===== config.mk =====
export PLATFORM = sky130hd
export DESIGN_NAME = line_dir_arbiter
export DESIGN_NICKNAME = d
export VERILOG_FILES = /design/src/rtl/line_dir_arbiter.sv
export SDC_FILE = /design/constraint.sdc
export NUM_CORES = 1
export LEC_CHECK = 0
export ABC_AREA = 1
export BUFFER_PORTS_ARGS = -buffer_cell sky130_fd_sc_hd__buf_2
export CAP_MARGIN = 0
export CORE_MARGIN = 4
export CORE_UTILIZATION = 45
export CTS_BUF_LIST = sky130_fd_sc_hd__clkbuf_4
export DETAILED_ROUTE_END_ITERATION = 10
export HOLD_SLACK_MARGIN = 0.1
export PLACE_DENSITY = 0.66
export SYNTH_ARGS = -nofsm -noshare
export SYNTH_HDL_FRONTEND = slang
export SYNTH_SLANG_ARGS = --single-unit

===== constraint.sdc =====
create_clock -name clk -period 1.4 [get_ports clk]
set_input_delay 0.35 -clock clk [delete_from_list [all_inputs] [get_ports clk]]
set_output_delay 0.35 -clock clk [all_outputs]
set_load 0.1 [all_outputs]

===== src/rtl/line_dir_arbiter.sv =====
module line_dir_arbiter #(
  parameter int LANES       = 3,
  parameter int SYNC_STAGES = 2,
  parameter int PROP_CYC    = 2
) (
  input  logic             clk,
  input  logic             rst_n,
  input  logic             session_en,
  input  logic [LANES-1:0] host_in,
  input  logic [LANES-1:0] card_in,
  output logic [LANES-1:0] host_pull,
  output logic [LANES-1:0] card_pull
);

  localparam logic [1:0] ST_IDLE = 2'd0;
  localparam logic [1:0] ST_CARD = 2'd1;
  localparam logic [1:0] ST_HOST = 2'd2;
  localparam int         TAP     = PROP_CYC - 1;

  for (genvar g = 0; g < LANES; g++) begin : g_lane
    logic [SYNC_STAGES-1:0] h_sync, c_sync;
    logic [PROP_CYC-1:0]    h_low, c_low;
    logic [1:0]             st, st_nx;
    logic                   hs, cs;

    assign hs = h_sync[SYNC_STAGES-1];
    assign cs = c_sync[SYNC_STAGES-1];

    always_ff @(posedge clk or negedge rst_n)
      if (!rst_n) begin
        h_sync <= '1;
        c_sync <= '1;
      end else begin
        h_sync <= {h_sync[SYNC_STAGES-2:0], host_in[g]};
        c_sync <= {c_sync[SYNC_STAGES-2:0], card_in[g]};
      end

    if (PROP_CYC == 1) begin : g_dly1
      always_ff @(posedge clk or negedge rst_n)
        if (!rst_n) begin
          h_low <= '0;
          c_low <= '0;
        end else begin
          h_low <= ~hs;
          c_low <= ~cs;
        end
    end else begin : g_dlyn
      always_ff @(posedge clk or negedge rst_n)
        if (!rst_n) begin
          h_low <= '0;
          c_low <= '0;
        end else begin
          h_low <= {h_low[PROP_CYC-2:0], ~hs};
          c_low <= {c_low[PROP_CYC-2:0], ~cs};
        end
    end

    always_comb begin
      st_nx = st;
      unique case (st)
        ST_CARD: if (cs && hs && c_low == '0) st_nx = ST_IDLE;
        ST_HOST: if (hs && cs && h_low == '0) st_nx = ST_IDLE;
        default: begin
          if (!cs && hs)      st_nx = ST_CARD;
          else if (!hs && cs) st_nx = ST_HOST;
          else                st_nx = ST_IDLE;
        end
      endcase
      if (!session_en) st_nx = ST_IDLE;
    end

    always_ff @(posedge clk or negedge rst_n)
      if (!rst_n) st <= ST_IDLE;
      else        st <= st_nx;

    assign host_pull[g] = session_en && (st == ST_CARD) && c_low[TAP];
    assign card_pull[g] = session_en && (st == ST_HOST) && h_low[TAP];
  end

endmodule


==> results.md <==
- # nets final: 176
- Vias per std cell: 4.344
- Ant diodes: 0
- Synth cell types: 10
- Worst-margin pin slew: 0.3544 ns
- Adder-Cell Fraction of Synth Area: 6.135%
- Clock slew at reported path FFs: 0.08 ns
- Worst-path cell chain: inv_1 > ha_1 > nand2_1 > nor2_4 > buf_12
- Die Span Y: 60.15 um
- Post-synthesis mux area share: 0%
- Ports: 15
- Endpoints failing hold: 0
- Initial core utilization: 48.08%
- Gr ovfl total: 0
- Area grow syn2layout: 32.72%
- CP Launch Type: flip-flop
- RSZ-0062 raised after global routing: true
- Top cells by area, synth: dfrtp_1 37%, dfstp_2 26%, nand2_1 11%, inv_1 8.3%, ha_1 6.1%
- Clk_lat worst skew: 0.32 ns
- Die Wd: 60.15 um
- Hold WC Path Type: primary input to flip-flop
- WP data required: 1.05 ns
- Yosys top cell area share: 36.81%
- Leak pwr: 0.8518 nW
- Post-synthesis compound-gate area fraction: 0%
- Initial antenna violation count: 0
- DR vias: 834
- WL final: 1902 um
- Num rows: 18
- Status: finished, violations left
- Share of cells above drive strength 1: 33.95%
- Slew Viols, Final: 0
- Failing checks: negative setup slack
- Slowest CP cell: dfrtp_1
- Seq cells post-synth: 30
- Routed wire per std cell: 9.906 um
- Xor/xnor share of the synthesized area: 0%
- Simple-gate share of the synthesized area: 22.09%
- Power Density: 997.7 nW/um^2
- CTS tree: yes
- Tot Pwr: 0.001620 W
- CP max stage delay: 0.41 ns
- Number of global-route vias before repair: 796
- Max clock buf depth: 2
- Initial DRC Count: 11
- Post-synth top area cell: dfrtp_1
- Final setup margin: -0.2819 ns
- Setup violations, final: 6
- DRT antenna net count: 0
- GRT Total Usage: 12.56%
- Port bufs: 14
- Total CTS buffers: 5
- Crit Path Max Fanout: 3
- Period Utilization, post-route: 120.1%
- Synth Cell Area: 1224 sq um
- First-pass GRT wire length: 3208 um
- Multi-input logic area: 400.4 sq um
- CTS root buf: clkbuf_4
- Number of max-cap violations: 0
- Clock sinks: 30
- Rel. slew slack: 76.38%
- TNS Setup: -1.593 ns
- Largest family of logic cells by synthesized area: simple AND/OR/NAND/NOR gates
- Crit path buf inv count: 2
- Sequential area share after synthesis: 62.58%
- DRC errors left: 0
- Pin count of the biggest net entering global routing: 31
- Syn nets: 144
- Finished Core Util: 63.82%
- Dpl hpwl: 1303 um
- Final setup skew: 0.003609 ns
- Warning count from the yosys run: 0
- Crit. End Element: output pin
- Cells after synthesis: 129
- WHS: 0.1260 ns
- RePlAce Congestion: 0.7925
- Fmax: 594.6 MHz
- Crit Path Class: flip-flop to output pin
- Maximum vdd drop: 771.4 uV
- Fillers: 201
- Min Tclk post-route: 1.682 ns
- DR pass1 iterations: 4
- Syn Area/Cell: 9.486 sq um
- Core area: 2545 sq um
- DIE AREA: 3617 sq um
- CP delay by family, top: flip-flops
- WP data arrival: 1.33 ns
- Clock H-tree levels: 2
- Register area: 765.7 sq um
==> path summary, 6_finish.rpt <==
kind                                               startpoint                             to  slack (ns)  depth (start not counted)
worst max-delay path              g_lane[0].st[1]$_DFFE_PN0P_                   host_pull[0]       -0.28                          5
worst min-delay path                               host_in[1]  g_lane[1].h_sync[0]$_DFF_PN1_        0.13                          1
worst max register to register    g_lane[2].st[0]$_DFFE_PN0P_    g_lane[2].st[0]$_DFFE_PN0P_        0.21                          6
worst min register to register  g_lane[1].c_sync[0]$_DFF_PN1_  g_lane[1].c_sync[1]$_DFF_PN1_        0.36                          0
max in group asynchronous                               rst_n  g_lane[2].h_sync[1]$_DFF_PN1_        0.54                          3
min in group asynchronous                               rst_n   g_lane[1].c_low[0]$_DFF_PN0_        0.55                          3
==> cells in the mapped netlist <==
cell type	instances
buf_6	1
dfrtp_1	18
dfstp_2	12
ha_1	6
inv_1	27
nand2_1	35
nand2_2	5
nand3_1	7
nor2_1	14
nor3_1	4
==> repair_timing <==
| item | CTS | global route |
|---|---|---|
| endpoints found under the setup margin | 6 | 6 |
| setup buffers | 1 | 4 |
| resized for setup | 2 | 2 |
| hold buffers | 3 | 3 |
| endpoints found under the hold margin | 20 | 3 |
==> layout by cell type (no fill, tap or decap) <==
cell,instances
ha_1,5
nor2_1,8
nor3_1,4
inv_2,1
dlygate4sd3_1,6
nand2_2,8
clkbuf_4,6
nor2_4,6
clkinv_1,1
nand3_1,7
nand2_1,32
dfstp_2,12
ha_2,1
buf_12,6
buf_4,6
dfrtp_1,18
clkinv_2,1
buf_2,8
inv_1,26
==> state kept, by name, summed over array words and instances, names as in the netlist <==
name	cells
g_lane.st	6
g_lane.c_low	6
g_lane.h_sync	6
g_lane.c_sync	6
g_lane.h_low	6
==> cells by family after synthesis <==
group                    count (synthesis)
AND/OR/NAND/NOR                         65
flip-flops                              30
buffers and inverters                   28
adder cells (fa/ha/maj)                  6
==> metrics by stage <==
step	instances	cell area, sq um	setup WS (ns)
CTS	185	1562	-0.2941
detailed placement	173	1465	0.01660
global route	192	1624	-0.3787
floorplan	129	1271	-0.06760
global placement	173	1465	0.03101
finish	192	1624	-0.2819
==> metal layers <==
metal,vias up,GRT usage (%),part of all wire [%]
met3,5,7.127,6.0
met4,0,5.696,1.5
li1,438,-,-
met1,374,14.11,45
met2,17,19.29,48
met5,-,0,0
==> power by group <==
part	switching, W	leakage [nW]	total, W	internal [W]
Clock	0.000273	0.0331	0.000481	0.000207
Sequential	0.0000271	0.347	0.000953	0.000925
Combinational	0.000111	0.471	0.000187	0.0000764
==> cell type report <==
class | count | area share [%]
clock buffer | 6 | 2.773
clock inverter | 2 | 0.5393
timing repair buffer | 26 | 16.33
tap | 30 | 2.311
sequential | 30 | 47.15
multi-input combinational | 71 | 24.65
inverter | 27 | 6.240
(Power assumes the default switching activity.)
